[src/rtl/hom_pkg.sv]
package hom_pkg;
  typedef enum logic [1:0] {
    HM_PASS = 2'd0,
    HM_UPPER = 2'd1,
    HM_LOWER = 2'd2,
    HM_BAD = 2'd3
  } hm_sel_e;

  function automatic hm_sel_e hm_decode(input logic hi, input logic lo);
    case ({hi, lo})
      2'b10:   return HM_UPPER;
      2'b01:   return HM_LOWER;
      2'b11:   return HM_BAD;
      default: return HM_PASS;
    endcase
  endfunction
endpackage

[src/rtl/hom_regfile.sv]
module hom_regfile #(
  parameter int ADDR_W = 3,
  parameter int DATA_W = 32,
  parameter int NRD = 2
) (
  input  logic                         clk,
  input  logic                         rst_n,
  input  logic                         we,
  input  logic [ADDR_W-1:0]            waddr,
  input  logic [DATA_W-1:0]            wdata,
  input  logic [NRD-1:0][ADDR_W-1:0]   raddr,
  output logic [NRD-1:0][DATA_W-1:0]   rdata
);
  localparam int NREG = 1 << ADDR_W;

  logic [DATA_W-1:0] regs [NREG];

  always_ff @(posedge clk) begin
    if (!rst_n) begin
      for (int i = 0; i < NREG; i++) regs[i] <= '0;
    end else if (we) begin
      regs[waddr] <= wdata;
    end
  end

  // read ports: same-cycle write to the same address is forwarded
  for (genvar p = 0; p < NRD; p++) begin : g_rd
    assign rdata[p] = (we && waddr == raddr[p]) ? wdata : regs[raddr[p]];
  end
endmodule

[src/rtl/hom_halfmod.sv]
module hom_halfmod #(
  parameter int LOG2_W = 5,
  parameter int DATA_W = 1 << LOG2_W,
  parameter int FW_W = $clog2(LOG2_W + 1)
) (
  input  logic [DATA_W-1:0] raw,
  input  logic [FW_W-1:0]   fw,
  input  logic              hi,
  input  logic              lo,
  output logic [DATA_W-1:0] cooked,
  output logic              bad
);
  import hom_pkg::*;

  function automatic logic [DATA_W-1:0] low_half_mask(input int half);
    logic [DATA_W-1:0] m;
    for (int i = 0; i < DATA_W; i++) m[i] = ((i / half) % 2) == 0;
    return m;
  endfunction

  logic [DATA_W-1:0] up_v [LOG2_W+1];
  logic [DATA_W-1:0] dn_v [LOG2_W+1];

  assign up_v[0] = raw;
  assign dn_v[0] = raw;

  for (genvar k = 1; k <= LOG2_W; k++) begin : g_width
    localparam int HALF = 1 << (k - 1);
    localparam logic [DATA_W-1:0] MASK = low_half_mask(HALF);
    assign up_v[k] = (raw >> HALF) & MASK;
    assign dn_v[k] = raw & MASK;
  end

  hm_sel_e sel;

  always_comb begin
    sel    = hm_decode(hi, lo);
    bad    = (sel == HM_BAD);
    cooked = raw;
    if (int'(fw) <= LOG2_W) begin
      case (sel)
        HM_UPPER: cooked = up_v[fw];
        HM_LOWER: cooked = dn_v[fw];
        default:  cooked = raw;
      endcase
    end
  end
endmodule

[src/rtl/hom_fetch.sv]
module hom_fetch #(
  parameter int ADDR_W = 3,
  parameter int LOG2_W = 5,
  localparam int DATA_W = 1 << LOG2_W,
  localparam int FW_W = $clog2(LOG2_W + 1)
) (
  input  logic              clk,
  input  logic              rst_n,
  input  logic              req_valid,
  output logic              req_ready,
  input  logic [ADDR_W-1:0] src_a_addr,
  input  logic              src_a_hi,
  input  logic              src_a_lo,
  input  logic [ADDR_W-1:0] src_b_addr,
  input  logic              src_b_hi,
  input  logic              src_b_lo,
  input  logic [FW_W-1:0]   fw_code,
  input  logic              wr_en,
  input  logic [ADDR_W-1:0] wr_addr,
  input  logic [DATA_W-1:0] wr_data,
  output logic              op_valid,
  input  logic              op_ready,
  output logic [DATA_W-1:0] op_a,
  output logic [DATA_W-1:0] op_b,
  output logic              op_a_err,
  output logic              op_b_err
);
  localparam int NSRC = 2;

  logic                          take;
  logic [NSRC-1:0][ADDR_W-1:0]   rd_addr;
  logic [NSRC-1:0][DATA_W-1:0]   rd_data;
  logic [NSRC-1:0][DATA_W-1:0]   mod_data;
  logic [NSRC-1:0]               hi_v, lo_v, bad_v;

  assign req_ready = !op_valid || op_ready;
  assign take      = req_valid && req_ready;

  assign rd_addr = {src_b_addr, src_a_addr};
  assign hi_v    = {src_b_hi, src_a_hi};
  assign lo_v    = {src_b_lo, src_a_lo};

  hom_regfile #(.ADDR_W(ADDR_W), .DATA_W(DATA_W), .NRD(NSRC)) u_rf (
    .clk   (clk),
    .rst_n (rst_n),
    .we    (wr_en),
    .waddr (wr_addr),
    .wdata (wr_data),
    .raddr (rd_addr),
    .rdata (rd_data)
  );

  for (genvar s = 0; s < NSRC; s++) begin : g_src
    hom_halfmod #(.LOG2_W(LOG2_W), .DATA_W(DATA_W), .FW_W(FW_W)) u_mod (
      .raw    (rd_data[s]),
      .fw     (fw_code),
      .hi     (hi_v[s]),
      .lo     (lo_v[s]),
      .cooked (mod_data[s]),
      .bad    (bad_v[s])
    );
  end

  always_ff @(posedge clk) begin
    if (!rst_n) begin
      op_valid <= 1'b0;
      op_a     <= '0;
      op_b     <= '0;
      op_a_err <= 1'b0;
      op_b_err <= 1'b0;
    end else if (take) begin
      op_valid <= 1'b1;
      op_a     <= mod_data[0];
      op_b     <= mod_data[1];
      op_a_err <= bad_v[0];
      op_b_err <= bad_v[1];
    end else if (op_ready) begin
      op_valid <= 1'b0;
    end
  end
endmodule

[config.mk]
export PLATFORM = sky130hd
export DESIGN_NAME = hom_fetch
export DESIGN_NICKNAME = d
export VERILOG_FILES = /design/src/rtl/hom_pkg.sv /design/src/rtl/hom_regfile.sv /design/src/rtl/hom_halfmod.sv /design/src/rtl/hom_fetch.sv
export SDC_FILE = /design/constraint.sdc
export NUM_CORES = 1
export LEC_CHECK = 0
export CAP_MARGIN = 15
export CORE_MARGIN = 3
export CORE_UTILIZATION = 45
export CTS_CLUSTER_DIAMETER = 100
export DETAILED_ROUTE_END_ITERATION = 6
export GPL_TIMING_DRIVEN = 1
export PLACE_DENSITY = 0.66
export SLEW_MARGIN = 10
export SYNTH_ARGS = -nofsm -noshare
export SYNTH_HDL_FRONTEND = slang
export SYNTH_SLANG_ARGS = --single-unit
[constraint.sdc]
create_clock -name clk -period 3.85 [get_ports clk]
set_clock_uncertainty 0.2 [all_clocks]
set_input_delay 0.77 -clock clk [delete_from_list [all_inputs] [get_ports clk]]
set_output_delay 0.77 -clock clk [all_outputs]
set_load 0.02 [all_outputs]
==> results.sh <==
export IMPL_synth_edff_count=256
export IMPL_die_y_um=213.3
export IMPL_setup_viol=0
export IMPL_critPathLaunchType="input pin"
export IMPL_power_frac_seq=0.428
export IMPL_ctsHoldBuffers=0
export IMPL_gp_congestion=0.9675
export IMPL_synth_main_ff_cell="edfxtp_1"
export IMPL_grt_max_degree=63
export IMPL_tightest_slew_ps=864.0
export IMPL_synth_nets=1732
export IMPL_cts_root_buf="clkbuf_16"
export IMPL_ys_top_cells_by_area="edfxtp_1, mux4_2, and2_1"
export IMPL_final_hold_violation_count=0
export IMPL_vias_per_cell=6.576
export IMPL_dpl_hpwl_um=50390
export IMPL_power_mw=9.661
export IMPL_fmax_ghz=0.3191
export IMPL_syn2layout_area_growth_pct=19.48
export IMPL_powerDensity_nw_per_um2=418.0
export IMPL_clock_latency_ps=580
export IMPL_hold_ws_ps=255.2
export IMPL_rows=75
export IMPL_io_buffers=120
export IMPL_period_share=0.8139
export IMPL_final_max_slew_violation_count=0
export IMPL_htree_num_levels=2
export IMPL_fill_cells=3585
export IMPL_yosysWarnings=0
export IMPL_yosysSeqAreaShare=0.4668
export IMPL_grt_pass1_vias=15760
export IMPL_fin_util=0.5473
export IMPL_postCtsSetupBuffers=0
export IMPL_start_util=0.4581
export IMPL_cts_inserted_buffers=38
export IMPL_antenna_left=0
export IMPL_netSwitchingPower_mw=2.867
export IMPL_yosysMostFrequentCell="edfxtp_1"
export IMPL_cts_resized=0
export IMPL_pwr_share_comb=0.216
export IMPL_p_int_mw=6.794
export IMPL_drc=0
export IMPL_worstSetupPathType="input pin to flop"
export IMPL_synth_async_reset_ratio=0
export IMPL_netlist_instances=1673
export IMPL_grt_usage=0.3159
export IMPL_swShare=0.2967
export IMPL_cts_sinks=323
export IMPL_leakage_nw=8.312
export IMPL_synth_top_area_share=0.3974
export IMPL_syn_mean_instance_area_um2=11.56
export IMPL_crit_arrival_ps=3340
export IMPL_routed_wl_um=72150
export IMPL_max_cap_violations=0
export IMPL_die_area_um2=45510
export IMPL_ir_drop_mv=0.2659
export IMPL_syn_area_um2=19340
export IMPL_grt_overflow_total=0
export IMPL_fin_crit_ps=3134
export IMPL_ios=121
export IMPL_outcome="completed"
export IMPL_pwr_share_clk=0.356
export IMPL_crit_path_end_kind="flop"
export IMPL_dr_total_vias=15790
export IMPL_clkTransAtPathRegs_ps=60
export IMPL_insertedDiodeCount=0
export IMPL_cts_tree="yes"
export IMPL_tns_ps=0
export IMPL_fin_nets=1893
export IMPL_synth_largest_area_cell="edfxtp_1"
export IMPL_crit_fanout=15
export IMPL_fin_area_um2=23110
export IMPL_die_w_um=213.3
export IMPL_ys_seq_elements=323
export IMPL_critPathRequiredTime_ps=4060
export IMPL_dr_pass1_iters=5
export IMPL_relSlewSlack=0.4075
export IMPL_hold_class="flop to flop"
export IMPL_yosysUniqueCellTypes=75
export IMPL_avgRoutedWirePerCell_um=30.05
export IMPL_synthTopCellsByCount="edfxtp_1, and2_1, nor2_1"
export IMPL_placed_cell_area_um2=21960
export IMPL_grt_pass1_wl_um=105200
export IMPL_antenna_found_initial=0
export IMPL_drive_gt1_frac=0.2202
export IMPL_core_area_um2=42230
export IMPL_grt_setup_unrepaired="no"
export IMPL_drtIter0Drc=1874
export IMPL_clock_tree_buffer_depth=3
## layout by cell type, fill, tap and decap left out, types with 7 or more instances in the layout
| cell type | count |
|---|---|
| nor2_1 | 114 |
| buf_4 | 139 |
| o221ai_1 | 10 |
| o21ai_0 | 94 |
| o211ai_1 | 8 |
| mux2_2 | 45 |
| a31oi_1 | 17 |
| a211oi_1 | 11 |
| and2_1 | 221 |
| clkdlybuf4s50_1 | 111 |
| clkbuf_1 | 8 |
| clkinv_1 | 13 |
| a22oi_1 | 7 |
| dfxtp_1 | 67 |
| edfxtp_1 | 256 |
| nand2b_1 | 15 |
| o41ai_1 | 7 |
| mux4_1 | 10 |
| nor3_1 | 68 |
| buf_12 | 17 |
| nor2b_1 | 14 |
| nand2_1 | 71 |
| nand3_1 | 19 |
| clkinv_2 | 8 |
| mux2i_1 | 70 |
| nor4_1 | 21 |
| o22ai_1 | 32 |
| o31ai_1 | 7 |
| a21o_1 | 7 |
| inv_1 | 10 |
| mux4_2 | 119 |
| a21oi_1 | 87 |
| clkbuf_16 | 38 |
## layer usage
layer  vias to the layer above  global-route usage  wire (um)
met1                      7852              0.4068      27120
met4                         0              0.1632       3922
met5                         -                   0          0
met3                       209             0.05852       7063
met2                       980              0.5154      34050
li1                       6749                   -          -
## per-stage QoR
step | worst slack, ps | std cells
finish | 716.4 | 2401
global route | 587.9 | 2401
CTS | 693.1 | 2401
detailed placement | 102.4 | 2333
global placement | 99.75 | 2333
floorplan | 561.2 | 1673
## sequential cells by signal (all words and copies together) (netlist names)
register / flops
op_a: 32
op_a_err: 1
op_b: 32
op_b_err: 1
op_valid: 1
u_rf.regs: 256
## critical path: stages
cell and delay, ps:
clkdlybuf4s50_1 600, xnor2_1 150, nand4_1 340, buf_12 290, buf_4 190, mux2i_1 400, mux2i_1 130, a22oi_1 280
o21ai_0 180
## area by class of cell
class	count	area [um^2]	area share
multi-input cells	1182	9671	0.4184
flip-flops and latches	323	9029	0.3907
repair buffers	273	2525	0.1093
clock buffers	48	1008	0.04364
well taps	539	674.4	0.02918
clock inverters	20	143.9	0.006226
inverters	16	60.06	0.002599
## power by group through the flow
stage	clock, mW	combinational [mW]	sequential [mW]
6_report	3.44	2.08	4.13
5_1_grt	3.60	2.17	4.15
4_1_cts	3.47	2.05	4.13
3_5_place_dp	0	2.04	4.20
3_3_place_gp	0	2.04	4.18
2_1_floorplan	0	1.07	4.23
## path summary, 6_finish.rpt
kind,start,end,slack [ps],cells after the start
setup / recovery,wr_addr[0],op_b[0],720,9
hold reg to reg,op_a_err,op_a_err,260,2
setup reg to reg,u_rf.regs[3][17],op_a[17],1160,6
hold / removal,op_a_err,op_a_err,260,2
## cells by family (layout without fill, tap and decap cells)
kind of cell | count (synthesis) | in the layout | synth area share
mux | 249 | 249 | 0.2186
xor+xnor | 6 | 6 | 0.003105
simple gates | 574 | 574 | 0.1566
fa+ha+maj | 6 | 6 | 0.003881
buf+inv | 168 | 357 | 0.03855
compound gates | 347 | 347 | 0.1125
flops | 323 | 323 | 0.4668
No activity file was read; power rests on OpenSTA's default activity.
